[config.mk]
export PLATFORM = sky130hd
export DESIGN_NAME = flash_sleep_ctrl
export DESIGN_NICKNAME = d
export VERILOG_FILES = /design/src/rtl/flash_sleep_pkg.sv /design/src/rtl/flash_sleep_pin_sync.sv /design/src/rtl/flash_sleep_decoder.sv /design/src/rtl/flash_sleep_power_fsm.sv /design/src/rtl/flash_sleep_ctrl.sv
export SDC_FILE = /design/constraint.sdc
export NUM_CORES = 1
export LEC_CHECK = 0
export ABC_AREA = 0
export BUFFER_PORTS_ARGS = -buffer_cell sky130_fd_sc_hd__buf_2
export CELL_PAD_IN_SITES_DETAIL_PLACEMENT = 0
export CELL_PAD_IN_SITES_GLOBAL_PLACEMENT = 1
export CORE_MARGIN = 4
export CORE_UTILIZATION = 41
export DETAILED_ROUTE_END_ITERATION = 10
export PLACE_DENSITY_LB_ADDON = 0.15
export SLEW_MARGIN = 20
export SYNTH_ARGS = -nofsm -noshare
export SYNTH_HDL_FRONTEND = slang
export SYNTH_SLANG_ARGS = --single-unit
export TNS_END_PERCENT = 100
[constraint.sdc]
create_clock -name clk -period 1.83 [get_ports clk]
set_input_delay 0.0915 -clock clk [delete_from_list [all_inputs] [get_ports clk]]
set_output_delay 0.0915 -clock clk [all_outputs]
set_load 0.02 [all_outputs]
[src/rtl/flash_sleep_pkg.sv]
package flash_sleep_pkg;

    typedef enum logic [1:0] {
        PS_STANDBY  = 2'd0,
        PS_ENTERING = 2'd1,
        PS_DOWN     = 2'd2,
        PS_WAKING   = 2'd3
    } pwr_state_e;

    typedef enum logic [1:0] {
        EV_NONE,
        EV_SLEEP,
        EV_WAKE_SHORT,
        EV_WAKE_LONG
    } cmd_event_e;

    typedef struct packed {
        logic sck_rise;
        logic sck_fall;
        logic cs_rise;
        logic cs_active;
        logic si;
    } pin_sample_t;

    localparam logic [7:0] OP_SLEEP    = 8'hB9;
    localparam logic [7:0] OP_WAKE     = 8'hAB;
    localparam int         OPCODE_BITS = 8;
    localparam int         DUMMY_BITS  = 24;

    // Whether an opcode may act in a given power state.
    function automatic logic cmd_allowed(pwr_state_e st, logic [7:0] op, logic busy);
        return !busy && ((st == PS_STANDBY) || (st == PS_DOWN && op == OP_WAKE));
    endfunction

endpackage

[src/rtl/flash_sleep_pin_sync.sv]
module flash_sleep_pin_sync
    import flash_sleep_pkg::*;
#(
    parameter int STAGES = 2
) (
    input  logic        clk,
    input  logic        rst,
    input  logic        sck_i,
    input  logic        cs_n_i,
    input  logic        si_i,
    output pin_sample_t smp_o
);
    localparam int TOP = STAGES - 1;

    logic [STAGES-1:0] sck_p, cs_p, si_p;
    logic              sck_d, cs_d;

    always_ff @(posedge clk) begin
        if (rst) begin
            sck_p <= '0;
            cs_p  <= '1;
            si_p  <= '0;
            sck_d <= 1'b0;
            cs_d  <= 1'b1;
        end else begin
            sck_p <= {sck_p[STAGES-2:0], sck_i};
            cs_p  <= {cs_p[STAGES-2:0], cs_n_i};
            si_p  <= {si_p[STAGES-2:0], si_i};
            sck_d <= sck_p[TOP];
            cs_d  <= cs_p[TOP];
        end
    end

    always_comb begin
        smp_o.sck_rise  = sck_p[TOP] & ~sck_d & ~cs_p[TOP];
        smp_o.sck_fall  = ~sck_p[TOP] & sck_d & ~cs_p[TOP];
        smp_o.cs_rise   = cs_p[TOP] & ~cs_d;
        smp_o.cs_active = ~cs_p[TOP];
        smp_o.si        = si_p[TOP];
    end

endmodule

[src/rtl/flash_sleep_decoder.sv]
module flash_sleep_decoder
    import flash_sleep_pkg::*;
#(
    parameter int          ID_W   = 8,
    parameter logic [ID_W-1:0] DEV_ID = 8'h13
) (
    input  logic        clk,
    input  logic        rst,
    input  pin_sample_t smp,
    input  pwr_state_e  state,
    input  logic        wip,
    output cmd_event_e  ev_o,
    output logic        so_o,
    output logic        so_oe_o
);
    localparam int FRAME_BITS = OPCODE_BITS + DUMMY_BITS;
    localparam int CNT_W      = $clog2(FRAME_BITS + 1);
    localparam int IDX_W      = (ID_W > 1) ? $clog2(ID_W) : 1;
    localparam logic [CNT_W-1:0] CNT_OP    = CNT_W'(OPCODE_BITS);
    localparam logic [CNT_W-1:0] CNT_OP_M1 = CNT_W'(OPCODE_BITS - 1);
    localparam logic [CNT_W-1:0] CNT_FR    = CNT_W'(FRAME_BITS);
    localparam logic [CNT_W-1:0] CNT_FR_M1 = CNT_W'(FRAME_BITS - 1);
    localparam logic [IDX_W-1:0] IDX_TOP   = IDX_W'(ID_W - 1);

    logic [CNT_W-1:0] bit_cnt;
    logic [7:0]       op_sr;
    logic             accept_q, stream_q, so_q, oe_q;
    logic [IDX_W-1:0] id_idx;
    cmd_event_e       ev_q;

    always_ff @(posedge clk) begin
        if (rst) begin
            bit_cnt  <= '0;
            op_sr    <= '0;
            accept_q <= 1'b0;
            stream_q <= 1'b0;
            so_q     <= 1'b0;
            oe_q     <= 1'b0;
            id_idx   <= IDX_TOP;
            ev_q     <= EV_NONE;
        end else begin
            ev_q <= EV_NONE;
            if (!smp.cs_active) begin
                if (smp.cs_rise && accept_q && !wip) begin
                    if (bit_cnt == CNT_OP && op_sr == OP_SLEEP)
                        ev_q <= EV_SLEEP;
                    else if (bit_cnt == CNT_OP && op_sr == OP_WAKE)
                        ev_q <= EV_WAKE_SHORT;
                    else if (stream_q)
                        ev_q <= EV_WAKE_LONG;
                end
                bit_cnt  <= '0;
                accept_q <= 1'b0;
                stream_q <= 1'b0;
                oe_q     <= 1'b0;
                id_idx   <= IDX_TOP;
            end else begin
                if (smp.sck_rise) begin
                    if (bit_cnt < CNT_FR)
                        bit_cnt <= bit_cnt + 1'b1;
                    if (bit_cnt < CNT_OP)
                        op_sr <= {op_sr[6:0], smp.si};
                    if (bit_cnt == CNT_OP_M1)
                        accept_q <= cmd_allowed(state, {op_sr[6:0], smp.si}, wip);
                    if (bit_cnt == CNT_FR_M1 && op_sr == OP_WAKE && accept_q)
                        stream_q <= 1'b1;
                end
                if (smp.sck_fall && stream_q) begin
                    so_q   <= DEV_ID[id_idx];
                    oe_q   <= 1'b1;
                    id_idx <= (id_idx == '0) ? IDX_TOP : id_idx - 1'b1;
                end
            end
        end
    end

    assign ev_o    = ev_q;
    assign so_o    = so_q;
    assign so_oe_o = oe_q;

    assert_cnt_bound_R6: assert property (@(posedge clk) disable iff (rst)
        bit_cnt <= CNT_FR);
    assert_oe_drops_R6: assert property (@(posedge clk) disable iff (rst)
        (oe_q && !smp.cs_active) |=> !oe_q);
    assert_stream_needs_frame_R10: assert property (@(posedge clk) disable iff (rst)
        $rose(stream_q) |-> bit_cnt == CNT_FR);

endmodule

[src/rtl/flash_sleep_power_fsm.sv]
module flash_sleep_power_fsm
    import flash_sleep_pkg::*;
#(
    parameter int T_DP        = 40,
    parameter int T_RES_SHORT = 60,
    parameter int T_RES_LONG  = 150
) (
    input  logic       clk,
    input  logic       rst,
    input  cmd_event_e ev,
    input  logic       wip,
    output pwr_state_e state_o
);
    localparam int MAX_A = (T_DP > T_RES_SHORT) ? T_DP : T_RES_SHORT;
    localparam int MAX_D = (MAX_A > T_RES_LONG) ? MAX_A : T_RES_LONG;
    localparam int DLY_W = $clog2(MAX_D + 1);

    pwr_state_e       state;
    logic [DLY_W-1:0] dly;

    always_ff @(posedge clk) begin
        if (rst) begin
            state <= PS_STANDBY;
            dly   <= '0;
        end else begin
            unique case (state)
                PS_STANDBY: if (ev == EV_SLEEP) begin
                    state <= PS_ENTERING;
                    dly   <= DLY_W'(T_DP - 1);
                end
                PS_ENTERING: if (dly == '0) state <= PS_DOWN;
                             else dly <= dly - 1'b1;
                PS_DOWN: if (ev == EV_WAKE_SHORT) begin
                    state <= PS_WAKING;
                    dly   <= DLY_W'(T_RES_SHORT - 1);
                end else if (ev == EV_WAKE_LONG) begin
                    state <= PS_WAKING;
                    dly   <= DLY_W'(T_RES_LONG - 1);
                end
                PS_WAKING: if (dly == '0) state <= PS_STANDBY;
                           else dly <= dly - 1'b1;
            endcase
        end
    end

    assign state_o = state;

    assert_down_from_entering_R2: assert property (@(posedge clk) disable iff (rst)
        (state == PS_DOWN && $past(state) != PS_DOWN) |-> $past(state) == PS_ENTERING);
    assert_sleep_needs_idle_R3: assert property (@(posedge clk) disable iff (rst)
        (state == PS_ENTERING && $past(state) == PS_STANDBY) |-> !$past(wip));
    assert_wake_from_down_R5: assert property (@(posedge clk) disable iff (rst)
        (state == PS_WAKING && $past(state) != PS_WAKING) |-> $past(state) == PS_DOWN);
    assert_delay_bound_R7: assert property (@(posedge clk) disable iff (rst)
        dly <= DLY_W'(MAX_D));

endmodule

[src/rtl/flash_sleep_ctrl.sv]
module flash_sleep_ctrl
    import flash_sleep_pkg::*;
#(
    parameter int          T_DP        = 40,
    parameter int          T_RES_SHORT = 60,
    parameter int          T_RES_LONG  = 150,
    parameter int          SYNC_STAGES = 2,
    parameter logic [7:0]  DEV_ID      = 8'h13
) (
    input  logic       clk,
    input  logic       rst,
    input  logic       spi_sck,
    input  logic       spi_cs_n,
    input  logic       spi_si,
    input  logic       wip,
    output logic       spi_so,
    output logic       spi_so_oe,
    output logic [1:0] pwr_state,
    output logic       ready
);
    pin_sample_t smp;
    cmd_event_e  ev;
    pwr_state_e  state;

    flash_sleep_pin_sync #(.STAGES(SYNC_STAGES)) sync_i (
        .clk(clk), .rst(rst), .sck_i(spi_sck), .cs_n_i(spi_cs_n),
        .si_i(spi_si), .smp_o(smp)
    );

    flash_sleep_decoder #(.ID_W(8), .DEV_ID(DEV_ID)) dec_i (
        .clk(clk), .rst(rst), .smp(smp), .state(state), .wip(wip),
        .ev_o(ev), .so_o(spi_so), .so_oe_o(spi_so_oe)
    );

    flash_sleep_power_fsm #(.T_DP(T_DP), .T_RES_SHORT(T_RES_SHORT),
                            .T_RES_LONG(T_RES_LONG)) fsm_i (
        .clk(clk), .rst(rst), .ev(ev), .wip(wip), .state_o(state)
    );

    assign pwr_state = state;
    assign ready     = (state == PS_STANDBY);

    assert_oe_when_listening_R9: assert property (@(posedge clk) disable iff (rst)
        spi_so_oe |-> (state == PS_STANDBY || state == PS_DOWN));

endmodule

### Yosys cells after proc, flatten, opt, wreduce, memory -nomap -nowiden

Memories as Yosys holds them, arrays and structs flattened. A register that Yosys moved wholly into a read port is not among the register bits.
Cells that the tools add are included.

| word-level totals | value |
|---|---|
| ROM bits | 8 |
| memories | 1 |
| register bits after elaboration | 40 |
| input port bits | 6 |
| output and inout bits | 5 |

| cells by class | value |
|---|---|
| order comparisons | 2 |
| bitwise gates (word level) | 10 |
| add/sub/neg operators | 3 |
| reduce and logical (&&, ||, !) cells | 25 |
| muxes and demuxes | 15 |
| eq/ne operators | 17 |

Memory list:

| memory | depth | width | read ports | clocked after memory_dff | write ports | RTL line | source |
|---|---|---|---|---|---|---|---|
| (name not given) | 8 | 1 | 1 | 1 | 0 | flash_sleep_decoder.sv:69 | `so_q <= DEV_ID[id_idx];` |

Operators with widths:

| kind | number |
|---|---|
| 2-to-1 mux 8 bit | 4 |
| == test 8 bit (second input constant) | 3 |
| case mux 8 bit (3 select lines) | 1 |
| 2-to-1 mux 2 bit | 7 |
| logical AND 1 bit | 9 |
| == test 2 bit (second input constant) | 4 |
| logical NOT 8 bit | 1 |
| case mux 2 bit (4 select lines) | 1 |
| AND reduction 2 bit | 4 |
| subtractor 8 x 1 -> 8 bit (second input constant) | 1 |
| adder 6 x 1 -> 6 bit (second input constant) | 1 |
| == test 6 x 3 -> 1 bit (second input constant) | 1 |
| == test 6 x 4 -> 1 bit (second input constant) | 1 |
| == test 6 x 5 -> 1 bit (second input constant) | 1 |
| less-than comparator 6 x 4 -> 1 bit (second input constant) | 1 |
| less-than comparator 6 bit (second input constant) | 1 |
| != test 2 x 1 -> 1 bit (second input constant) | 3 |
| AND reduction 3 bit | 2 |
| bitwise AND 1 bit | 5 |
| inverter 1 bit | 5 |
| == test 2 x 1 -> 1 bit (second input constant) | 2 |
| AND reduction 4 bit | 1 |
| OR reduction 2 bit | 2 |
| OR reduction 4 bit | 1 |
| 10 further kinds | 10 |

### Longest topological paths before layout

| logic depth | value |
|---|---|
| depth after elaboration | 6 |
| gate-level depth with buffers | 7 |
| gate-level depth less buffers | 6 |

### Modules after synthesis

Synthesis repeated with hierarchy kept, for this count alone.

| unflattened totals | value |
|---|---|
| cells, all modules | 227 |
| area, all modules | 2023.2 um^2 |

Modules (own cells, without submodules):

| module | instances | cells an instance | area an instance (um^2) |
|---|---|---|---|
| flash_sleep_decoder | 1 | 116 | 1023.5 |
| flash_sleep_power_fsm | 1 | 89 | 753.2 |
| flash_sleep_pin_sync | 1 | 21 | 242.7 |
| flash_sleep_ctrl | 1 | 1 | 3.8 |

### Least setup slack after synthesis

No wires, ideal clock.

| timing | value |
|---|---|
| path kind | register -> register |
| start | register fsm_i.state[0] (netlist: fsm_i.state_o[0]) |
| end | register fsm_i.dly[5] |
| arrival time | 1.908 ns |
| required time | 1.739 ns |
| period minus slack after synthesis | 1.999 ns |
| path slack | -0.169 ns |
| stages on the path, launching flop included | 8 |
| buffers on the path | 2 |
| cell sequence | dfxtp_1 inv_1 ha_1 clkbuf_1 a21oi_1 clkbuf_1 a21oi_1 a311oi_1 |

| between the ends | value |
|---|---|
| elaborated cells on any way between the ends | 10 |

RTL lines:

| element | RTL line | source |
|---|---|---|
| from (decl) | flash_sleep_power_fsm.sv:18 | `pwr_state_e state;` |
| from (signal assigned) | flash_sleep_power_fsm.sv:23 | `state <= PS_STANDBY;` |
| from (signal assigned) | flash_sleep_power_fsm.sv:28 | `state <= PS_ENTERING;` |
| from (signal assigned) | flash_sleep_power_fsm.sv:31 | `PS_ENTERING: if (dly == '0) state <= PS_DOWN;` |
| logical NOT 2 bit (*) | - |  |
| named net ready | flash_sleep_ctrl.sv:19 | `output logic ready` |
| != test 2 x 1 -> 1 bit (no source line) | - |  |
| AND reduction 3 bit (no source line) | - |  |
| to (signal assigned) | flash_sleep_power_fsm.sv:29 | `dly <= DLY_W'(T_DP - 1);` |
| to (signal assigned) | flash_sleep_power_fsm.sv:32 | `else dly <= dly - 1'b1;` |
| to (signal assigned) | flash_sleep_power_fsm.sv:35 | `dly <= DLY_W'(T_RES_SHORT - 1);` |
| to (decl) | flash_sleep_power_fsm.sv:19 | `logic [DLY_W-1:0] dly;` |

Mark *: on every way through the listed nets, which the timed path passes. The rest lies on a longest branch.
A chain may end at the register's enable or synchronous reset.

### Worst setup path after layout

| timing | value |
|---|---|
| start | register fsm_i.state[0] (netlist: fsm_i.state_o[0]) |
| end | register dec_i.accept_q |

| between the ends | value |
|---|---|
| cells in the longest elaborated chain, start to end | 4 |
| elaborated cells on any way between the ends | 5 |

RTL lines:

| element | RTL line | source |
|---|---|---|
| == test 2 bit | flash_sleep_pkg.sv:32 | `return !busy && ((st == PS_STANDBY) \|\| (st == PS_DOWN && op == OP_WAKE));` |
| logical AND 1 bit | flash_sleep_pkg.sv:32 |  |
| logical OR 1 bit (*) | flash_sleep_pkg.sv:32 |  |
| logical AND 1 bit (*) | flash_sleep_pkg.sv:32 |  |
| to (signal assigned) | flash_sleep_decoder.sv:64 | `accept_q <= cmd_allowed(state, {op_sr[6:0], smp.si}, wip);` |
| to (decl) | flash_sleep_decoder.sv:27 | `logic accept_q, stream_q, so_q, oe_q;` |

Every way passes the cells marked *; elsewhere a longest branch is shown, timed or not.

==> results.cfg <==
[routing]
first_pass_iters = 4
routed_via_density = 5.258
drtAntennaViolNets = 0
drc = 0
wl_um = 4449
wl_per_cell_um = 13.65
dr.first_iter.drc_count = 100
vias = 1714

[sta]
fmax_ghz = 0.5878
finalCritPeriodShare_pct = 92.96
min_period_ps = 1701
maxSlewHeadroom_pct = 64.22
setup_viol = 0
final-max-slew-violation-count = 0
finalSetupTns_ps = 0
tightest_slew_ps = 529.5
postLayoutSetupSlackWorst_ps = 128.9
grt_setup_unrepaired = false
hold_viol_final = 0
clock_skew_ps = 4.409

[worst_hold_path]
holdCritPathClass = in2reg
worstHoldPathCells = 2

[pwr]
powerDensity_nw_per_um2 = 978.2
leakagePower_nw = 0.8369
peakVddDrop_mv = 0.3859

[logic_synthesis]
async_reset_ff_share_pct = 0
ys_seq_area_share_pct = 41.00
postSynthCellCount = 235
synthAdderAreaFrac_pct = 6.875
synth_xor_area_share_pct = 2.188
ys_top_cells_by_area = dfxtp_1 (41%), ha_1 (6.9%), a21oi_1 (5.8%)
synth_seq_cells = 41
yosysWarningCount = 0
synthSimpleGateAreaFrac_pct = 28.38
synth_top_area_share_pct = 41.00
muxShareOfSynthArea_pct = 0.5625
avgSynthCellArea_um2 = 8.519
synth_top_family_by_area = simple AND/OR/NAND/NOR gates
synth_nets = 252
synth_top_area_cell = dfxtp_1
syn_area_um2 = 2002
synthFlopType = dfxtp_1
ys_types = 46
synth-compound-area-share_pct = 16.44
synth_edf_count = 0

[global_route]
grt_pass1_wl_um = 7859
grt_max_degree = 30
grt-ovfl-total = 0
antenna_found_initial = 0
grt_pass1_vias = 1637
grt_use_total_pct = 16.32

[outcome]
status = completed

[place]
post-dp-hpwl_um = 3229
port_buffers = 10
place.gp.congestion = 0.8034
dp_slack_ps = 19.83

[worst_setup_path]
crit_type = reg2reg
r2r_slack_ps = 130
cp_max_fo = 8
rr_worst_depth = 6
cp.required_ps = 2060
crit_arrival_ps = 1930
critPathTopFamily = simple AND/OR/NAND/NOR gates
endpoint_kind = register
slowest_delay_ps = 410
crit_cells = 6
slowest_stage = or4_1
critPathBufInv = 1
cp_cell_sequence = inv_1 -> ha_2 -> nor4bb_4 -> a41oi_1 -> or4_1 -> a21oi_1
worst_setup_path_start_kind = register

[die]
num_io_pins = 11
initial_core_util_pct = 42.38
core-area_um2 = 4723
row_count = 25
die_area_um2 = 6065
die_height_um = 77.88
dieWidth_um = 77.88

[job]
maxCapViolations = 0

[finish]
num-fill-cells = 467
area_growth_pct = 16.50
final_cell_mix = dfxtp_1 (39), a21oi_1 (23), nor2_1 (19)
final_common_cell = dfxtp_1
final_net_count = 275
multiInputGateArea_um2 = 1117
drive_gt1_share_pct = 17.76
antennaDiodeCount = 0
seq_area_um2 = 823.3

[clock_network]
cts_tree = built
clock_latency_ps = 300
clockBufferDepth = 2
cts_root_buf = clkbuf_8
cts_buffers = 5
post-cts-setup-buffers = 0
clk_pin_slew_ps = 80
clock_sink_count = 41
htreeDepth = 2
==> worst reg2reg max path, stage by stage, from the launching register on <==
cell and delay (ps):
dfxtp_2 370, inv_1 110, ha_2 200, nor4bb_4 270
a41oi_1 130, or4_1 410, a21oi_1 150
==> timing repair <==
action | in CTS | in global routing
resized for setup | 1 | 5
hold buffers | 1 | 0
endpoints found under the hold margin | 1 | 0
setup endpoints to repair | 1 | 7
==> cells in the mapped netlist (4+ instances only) <==
master,n
o21ai_0,9
ha_1,11
o211ai_1,4
nor4_1,5
nor2b_1,6
dfxtp_1,41
nand3_1,14
nand4_1,5
nor3_1,5
nand2_1,18
clkbuf_1,7
a21oi_1,23
inv_1,15
nor2_1,19
==> sequential cells by signal (all words and copies together) (netlist names), 2 cells and up <==
signal	cells
dec_i.op_sr	8
sync_i.cs_p	2
dec_i.ev_o	2
fsm_i.state_o	2
fsm_i.dly	8
sync_i.sck_p	2
dec_i.bit_cnt	6
sync_i.si_p	2
dec_i.id_idx	3
==> kinds of logic after synthesis <==
group,after synthesis
multiplexers,1
AND/OR/NAND/NOR,99
buffers and inverters,24
adder cells (fa/ha/maj),11
flip-flops,41
AO/OA/AOI/OAI,54
XOR/XNOR,5
==> where the power goes <==
group          switching [mW]  total (mW)  internal (mW)
clock network           0.335       0.606          0.271
registers              0.0594       0.997          0.937
logic                   0.380       0.679          0.299
total                   0.775        2.28           1.51
==> stage by stage <==
stage | utilization, % | area [um^2] | power, mW | std cells | hold WS (ps)
global route | 49.38 | 2332 | 2.442 | 326 | 15.40
floorplan | - | 2006 | 1.451 | 235 | 195.3
CTS | 48.90 | 2310 | 2.293 | 326 | 2.813
finish | 49.38 | 2332 | 2.282 | 326 | 8.236
global placement | 46.68 | 2205 | 1.692 | 317 | 290.4
detailed placement | 46.68 | 2205 | 1.671 | 317 | 283.7
==> path summary, 6_finish.rpt <==
kind	start	end
min reg2reg	sync_i.cs_p[0]	sync_i.cs_p[1]
max	fsm_i.state_o[0]	dec_i.accept_q
min	spi_sck	sync_i.sck_p[0]
max reg2reg	fsm_i.state_o[0]	dec_i.accept_q
==> metal layers <==
| metal | up-vias | track usage, % | share of wire (%) | routed length (um) |
|---|---|---|---|---|
| met5 | - | 0 | 0 | 0 |
| met4 | 0 | 7.295 | 2.3 | 104 |
| li1 | 889 | - | - | - |
| met2 | 26 | 23.37 | 43 | 1912 |
| met3 | 11 | 4.292 | 4.5 | 202 |
| met1 | 788 | 22.72 | 50 | 2228 |
==> layout make-up <==
class | instances | share of cell area, %
Sequential cell | 41 | 35.30
Tap cell | 67 | 3.594
Multi-Input combinational cell | 170 | 47.91
Clock buffer | 5 | 2.951
Clock inverter | 3 | 0.9120
Inverter | 16 | 2.575
Timing Repair Buffer | 24 | 6.760
(Power assumes the default switching activity.)
